$ cat src/rtl/txrdy_pkg.sv
package txrdy_pkg;

    localparam int unsigned NBUF_DEF = 32;

    // Clear sources that act on one buffer in one cycle
    typedef struct packed {
        logic done;
        logic attempt;
        logic cancel;
    } clr_src_t;

    // State of the rescheduling request
    typedef enum logic [0:0] {
        RS_IDLE  = 1'b0,
        RS_DEFER = 1'b1
    } resched_st_t;

    // An attempt end only counts in single-shot mode
    function automatic logic clear_hit(input clr_src_t s, input logic single);
        return s.done | s.cancel | (s.attempt & single);
    endfunction

    // Conditions that keep a scheduling request waiting
    function automatic logic sched_hold(input logic inter, input logic locked,
                                        input logic busy);
        return (inter & ~locked) | busy;
    endfunction

endpackage

$ cat src/rtl/txrdy_clear_merge.sv
module txrdy_clear_merge
    import txrdy_pkg::*;
#(
    parameter int unsigned NBUF = NBUF_DEF
) (
    input  logic [NBUF-1:0] tx_done,
    input  logic [NBUF-1:0] attempt_end,
    input  logic [NBUF-1:0] cancel_ack,
    input  logic            single_shot,
    output logic [NBUF-1:0] clr_vec
);

    for (genvar i = 0; i < NBUF; i++) begin : g_bit
        clr_src_t src;
        always_comb begin
            src.done    = tx_done[i];
            src.attempt = attempt_end[i];
            src.cancel  = cancel_ack[i];
            clr_vec[i]  = clear_hit(src, single_shot);
        end
    end

endmodule

$ cat src/rtl/txrdy_bit_cell.sv
module txrdy_bit_cell (
    input  logic clk,
    input  logic rst,
    input  logic snoop,
    input  logic set_req,
    input  logic clr_req,
    output logic flag
);

    always_ff @(posedge clk) begin
        if (rst || snoop) begin
            flag <= 1'b0;
        end else if (clr_req) begin
            flag <= 1'b0;
        end else if (set_req) begin
            flag <= 1'b1;
        end
    end

    // a clear in any form leaves the flag low
    p_clear_wins_r7: assert property (@(posedge clk) disable iff (rst)
        clr_req |=> !flag);

    // an unblocked set lands one cycle later
    p_set_lands_r2: assert property (@(posedge clk) disable iff (rst)
        (set_req && !clr_req && !snoop) |=> flag);

    // a set on a flag already high keeps it high
    p_set_on_one_r3: assert property (@(posedge clk) disable iff (rst)
        (flag && set_req && !clr_req && !snoop) |=> flag);

    // a flag never rises without a write
    p_no_spont_r2: assert property (@(posedge clk) disable iff (rst)
        (!flag && !set_req) |=> !flag);

    // snoop mode holds the flag cleared
    p_snoop_clr_r11: assert property (@(posedge clk) disable iff (rst)
        snoop |=> !flag);

endmodule

$ cat src/rtl/txrdy_resched.sv
module txrdy_resched
    import txrdy_pkg::*;
(
    input  logic clk,
    input  logic rst,
    input  logic snoop,
    input  logic wr_en,
    input  logic bus_intermission,
    input  logic buf_locked,
    input  logic sched_busy,
    output logic sched_trigger
);

    resched_st_t st_q;
    logic        hold;
    logic        want;

    always_comb begin
        hold = sched_hold(bus_intermission, buf_locked, sched_busy);
        want = wr_en | (st_q == RS_DEFER);
    end

    always_ff @(posedge clk) begin
        if (rst || snoop) begin
            st_q          <= RS_IDLE;
            sched_trigger <= 1'b0;
        end else begin
            sched_trigger <= want & ~hold;
            st_q          <= (want & hold) ? RS_DEFER : RS_IDLE;
        end
    end

    // an unblocked write fires in the next cycle
    p_write_fires_r8: assert property (@(posedge clk) disable iff (rst)
        (wr_en && !hold && !snoop) |=> sched_trigger);

    // nothing fires while the hold is active
    p_hold_blocks_r9: assert property (@(posedge clk) disable iff (rst)
        hold |=> !sched_trigger);

    // a waiting request fires once the hold ends
    p_pending_fires_r10: assert property (@(posedge clk) disable iff (rst)
        (st_q == RS_DEFER && !hold && !snoop) |=> (sched_trigger && st_q == RS_IDLE));

    // snoop mode drops the request and blocks the pulse
    p_snoop_quiet_r11: assert property (@(posedge clk) disable iff (rst)
        snoop |=> (!sched_trigger && st_q == RS_IDLE));

endmodule

$ cat src/rtl/txrdy_req_reg.sv
module txrdy_req_reg
    import txrdy_pkg::*;
#(
    parameter int unsigned NBUF = NBUF_DEF
) (
    input  logic            clk,
    input  logic            rst,
    input  logic            wr_en,
    input  logic [NBUF-1:0] wr_data,
    input  logic [NBUF-1:0] tx_done,
    input  logic [NBUF-1:0] attempt_end,
    input  logic [NBUF-1:0] cancel_ack,
    input  logic            single_shot,
    input  logic            snoop_en,
    input  logic            bus_intermission,
    input  logic            buf_locked,
    input  logic            sched_busy,
    output logic [NBUF-1:0] ready_flags,
    output logic            sched_trigger
);

    logic [NBUF-1:0] clr_vec;
    logic [NBUF-1:0] set_vec;

    assign set_vec = wr_data & {NBUF{wr_en}};

    txrdy_clear_merge #(.NBUF(NBUF)) u_clear (
        .tx_done     (tx_done),
        .attempt_end (attempt_end),
        .cancel_ack  (cancel_ack),
        .single_shot (single_shot),
        .clr_vec     (clr_vec)
    );

    for (genvar i = 0; i < NBUF; i++) begin : g_cell
        txrdy_bit_cell u_cell (
            .clk     (clk),
            .rst     (rst),
            .snoop   (snoop_en),
            .set_req (set_vec[i]),
            .clr_req (clr_vec[i]),
            .flag    (ready_flags[i])
        );
    end

    txrdy_resched u_resched (
        .clk              (clk),
        .rst              (rst),
        .snoop            (snoop_en),
        .wr_en            (wr_en),
        .bus_intermission (bus_intermission),
        .buf_locked       (buf_locked),
        .sched_busy       (sched_busy),
        .sched_trigger    (sched_trigger)
    );

    // without single-shot mode, an attempt end alone never lowers a flag
    p_attempt_ignored_r5: assert property (@(posedge clk) disable iff (rst)
        (!single_shot && !snoop_en) |=>
            ((($past(ready_flags) | $past(set_vec)) & ~$past(tx_done) & ~$past(cancel_ack))
              & ~ready_flags) == '0);

    // out of reset the register is empty and quiet
    p_reset_state_r1: assert property (@(posedge clk)
        rst |=> (ready_flags == '0 && !sched_trigger));

endmodule

$ cat config.mk
export PLATFORM = sky130hd
export DESIGN_NAME = txrdy_req_reg
export DESIGN_NICKNAME = d
export VERILOG_FILES = /design/src/rtl/txrdy_pkg.sv /design/src/rtl/txrdy_clear_merge.sv /design/src/rtl/txrdy_bit_cell.sv /design/src/rtl/txrdy_resched.sv /design/src/rtl/txrdy_req_reg.sv
export SDC_FILE = /design/constraint.sdc
export NUM_CORES = 1
export LEC_CHECK = 0
export BUFFER_PORTS_ARGS = -buffer_cell sky130_fd_sc_hd__buf_2
export CORE_ASPECT_RATIO = 1.4
export CORE_MARGIN = 2
export CORE_UTILIZATION = 33
export CTS_CLUSTER_DIAMETER = 40
export DETAILED_ROUTE_END_ITERATION = 16
export MAX_ROUTING_LAYER = met4
export PLACE_DENSITY_LB_ADDON = 0.25
export SETUP_SLACK_MARGIN = 0.15
export SLEW_MARGIN = 20
export SYNTH_ARGS = -nofsm -noshare
export SYNTH_HDL_FRONTEND = slang
export SYNTH_SLANG_ARGS = --single-unit
export TNS_END_PERCENT = 5
$ cat constraint.sdc
create_clock -name clk -period 1.1 [get_ports clk]
set_clock_uncertainty 0.2 [all_clocks]
set_input_delay 0.22 -clock clk [delete_from_list [all_inputs] [get_ports clk]]
set_output_delay 0.22 -clock clk [all_outputs]
set_load 0.1 [all_outputs]
Word-level counts from Yosys, hierarchy flattened
Index checks and enable logic that the tools add are counted.

Bits in registers: 34. Input port bits: 136. Output and inout bits: 33. Word-level logic and storage cells: 172.

Muxes and demuxes: 1. Bitwise operators: 104. Reductions and logical operators: 33.

Operators by type and width (number): 1-bit OR (66); 2-bit OR reduction (32); 1-bit AND (35); 32-bit AND (1); 1-bit NOT (2); 1-bit logical OR (1); 1-bit 2-to-1 mux (1).

Depth between registers and ports, before layout
Depth in word-level cells: 5. Mapped depth: 4. Depth with buffers taken out: 2.

Cells and area by module
A second synthesis with hierarchy kept.

Cells, all modules: 174. Area total of the unflattened synthesis: 1826.8 um^2.

Modules (own cells, without submodules): txrdy_bit_cell (times used 32, cells each 3, area an instance 36.3 um^2, seq. area each 20.0 um^2); txrdy_clear_merge (times used 1, cells each 35, area an instance 316.6 um^2, seq. area each 0.0 um^2); txrdy_req_reg (times used 1, cells each 35, area an instance 255.2 um^2, seq. area each 0.0 um^2); txrdy_resched (times used 1, cells each 8, area an instance 93.8 um^2, seq. area each 40.0 um^2).

Worst setup path after synthesis
OpenSTA, ideal clock, no wires.

Path kind: register to output. Start: reg u_resched.sched_trigger. End: out sched_trigger. Data arrival time: 0.909 ns. Required time: 0.680 ns. Setup slack: -0.229 ns. Stages on the path, launching flop included: 1. Buffers on the path: 0. Cell sequence: dfxtp_1.

RTL lines: start: declaration (RTL line txrdy_resched.sv:11) `output logic sched_trigger`; start signal: assignment (RTL line txrdy_resched.sv:28) `sched_trigger <= want & ~hold;`; end: declaration (RTL line txrdy_req_reg.sv:19) `output logic sched_trigger`.

No word-level cell between the ends.

Worst setup path after layout
Start: reg g_cell[11].u_cell.flag. End: out ready_flags[11].

RTL lines: start: declaration (RTL line txrdy_bit_cell.sv:7) `output logic flag`; start signal: assignment (RTL line txrdy_bit_cell.sv:12) `flag <= 1'b0;`; start signal: assignment (RTL line txrdy_bit_cell.sv:14) `flag <= 1'b0;`; start signal: assignment (RTL line txrdy_bit_cell.sv:16) `flag <= 1'b1;`; end: declaration (RTL line txrdy_req_reg.sv:18) `output logic [NBUF-1:0] ready_flags,`.

No word-level cell between the ends.

==> results.py <==
metrics = {
    "setup_path": {
        "cp.required_ns": 0.68,
        "cp-end-kind": "output pin",
        "arrival_ns": 0.82,
        "cp_top_family": "flip-flops",
        "worstSetupStartpointType": "flop",
        "crit_chain": "buf_12",
        "slowest_delay_ns": 0.36,
        "critPathKind": "flop to output pin",
        "critPathSlowestCell": "dfxtp_2",
        "worstPathMaxFanout": 2,
        "critPathBufInv": 1,
    },
    "sta": {
        "fin_crit_ns": 1.24,
        "setup_violations": 33,
        "period_share": 1.12,
        "maxSlewViolCount": 0,
        "finalHoldViolations": 21,
        "tightest_slew_ns": 0.305,
        "timing.hold.ws_ns": -0.0826,
        "fmax_ghz": 0.809,
        "worst_slack_ns": -0.136,
        "fin_tns_setup_ns": -4.16,
        "slew-limit-headroom": 0.796,
        "rsz0062_at_grt": "yes",
    },
    "cts": {
        "cts.clk_slew.worst_paths_ns": 0.07,
        "clock-sinks": 34,
        "clockBufferDepth": 2,
        "tritoncts": "yes",
        "numCtsBuffers": 5,
        "htreeDepth": 2,
        "clk_latency_ns": 0.27,
        "root_buffer": "clkbuf_8",
    },
    "placement": {
        "io_buffers": 168,
        "placed_area_um2": 2990,
        "dpl.cell_count": 377,
        "gp_congestion": 0.766,
        "dpl.hpwl_um": 4280,
    },
    "route": {
        "dr.first_iter.drc_count": 37,
        "ant_nets": 0,
        "drt-total-wl_um": 5390,
        "first_pass_iters": 4,
        "num_vias": 1856,
        "wl_per_cell_um": 14.0,
        "route.met2.wl_um": 2940,
        "top_layer_used": "met4",
        "met3_length_um": 484,
        "m1WireLength_um": 1850,
        "vias_per_cell": 4.82,
        "remaining_drc_errors": 0,
    },
    "power": {
        "ir_drop_mv": 0.675,
        "power.density_nw_per_um2": 878,
        "p_leak_nw": 1.46,
    },
    "floorplan": {
        "start_util": 0.344,
        "pin_count": 169,
        "fp.dieH_um": 91.4,
        "die_x_um": 66.4,
        "core_um2": 5240,
        "die-area_um2": 6070,
        "fp-row-count": 31,
    },
    "logic_synthesis": {
        "synth_nets": 315,
        "netlist.area_leader.share": 0.378,
        "yosysSeqAreaShare": 0.378,
        "synth_top_family_by_area": "compound AO/OA/AOI/OAI gates",
        "synthCells": 179,
        "synth_top_area_cell": "dfxtp_1",
        "ys_seq_elements": 34,
        "synthesis.area_um2": 1800,
        "syn_avg_cell_area_um2": 10.1,
        "synth-adder-area-share": 0,
        "yosys-mux-area-fraction": 0,
        "synth_warnings": 0,
        "synthXorXnorAreaFrac": 0,
        "synth_compound_area_frac": 0.251,
        "synth_area_leaders": "dfxtp_1 38%, nor3_2 17%, a211o_1 16%, buf_4 13%, a21oi_1 8.9%",
        "synthSimpleGateAreaFrac": 0.187,
        "synth_cell_types": 14,
    },
    "global_route": {
        "grt-ovfl-total": 0,
        "antenna_found_initial": 0,
        "grt_max_degree": 19,
        "grt_pass1_vias": 1907,
        "grt.total_usage": 0.178,
        "grt_pass1_wl_um": 8110,
    },
    "run_status": {
        "failed_checks": "negative hold slack, negative setup slack",
        "status": "finished with violations",
    },
    "finish": {
        "seq_area_um2": 722,
        "final_area_um2": 3250,
        "antenna_cells": 0,
        "multi_input_area_um2": 863,
        "fillCellCount": 453,
        "nets": 454,
        "stdcell_count": 385,
        "area_delta_synth_final_pct": 80.3,
        "postLayoutCoreUtil": 0.620,
        "final_common_cell": "buf_2",
        "layout_common_cells": "132 x buf_2, 39 x buf_12, 33 x dfxtp_2, 32 x a21oi_1, 32 x a211o_1",
        "final_layout_size_suffix_gt1_frac": 0.781,
    },
    "job": {
        "cap_violations": 0,
    },
    "worst_hold_path": {
        "hold_path.class": "input pin to flop",
    },
}
state kept, by name (all words and copies together) (netlist names):
name,flops
u_resched.st_q,1
u_resched.sched_trigger,1
g_cell.u_cell.flag,32
per-stage QoR:
stage / worst slack [ns] / power (mW)
after floorplan: 0.0149 / 1.58
after global placement: -0.236 / 1.89
after detailed placement: -0.275 / 1.90
after CTS: -0.148 / 2.87
after global routing: -0.169 / 3.00
final: -0.136 / 2.85
layer usage:
layer  track usage  vias to the layer above
li1              -                      908
met3        0.0434                       17
met4        0.0714                        0
met2         0.334                      112
met5             -                        -
met1         0.166                      819
logic make-up after synthesis:
| kind of cell | Yosys count |
|---|---|
| AOI/OAI and AO/OA | 65 |
| buffers and inverters | 43 |
| DFF | 34 |
| and+or+nand+nor | 37 |
synth_stat cells:
| master | count |
|---|---|
| nor3_2 | 30 |
| nor2b_1 | 1 |
| buf_8 | 3 |
| dfxtp_1 | 34 |
| nor2_1 | 2 |
| buf_6 | 1 |
| a21oi_1 | 32 |
| buf_2 | 7 |
| or2_1 | 1 |
| buf_4 | 32 |
| a211o_1 | 32 |
| nor4_1 | 1 |
| nor3_1 | 2 |
| o221a_2 | 1 |
worst paths after layout:
kind	start	to	slack (ns)	cells past startpoint
worst max-delay path	g_cell[11].u_cell.flag	ready_flags[11]	-0.14	1
worst min-delay path	sched_busy	u_resched.sched_trigger	-0.08	2
worst max register to register	g_cell[26].u_cell.flag	g_cell[26].u_cell.flag	0.11	2
worst min register to register	u_resched.st_q	u_resched.sched_trigger	0.30	2
area by class of cell:
cell class	instances	share of cell area
Timing Repair Buffer	175	0.458
Sequential cell	34	0.222
Clock inverter	1	0.00154
Clock buffer	7	0.0266
Tap cell	66	0.0254
Multi-Input combinational cell	102	0.266
power breakdown:
part | internal [mW] | switching, mW | total (mW)
clock | 0.504 | 0.423 | 0.928
combinational | 0.343 | 0.322 | 0.665
sequential | 1.25 | 0.0122 | 1.26
repair_timing:
action,4_1_cts,5_1_grt
hold endpoints to repair,32,18
pin swaps,5,14
gates resized for setup,41,15
setup buffers,0,0
endpoints found under the setup margin,63,55
Power figures use the tool's default switching activity.
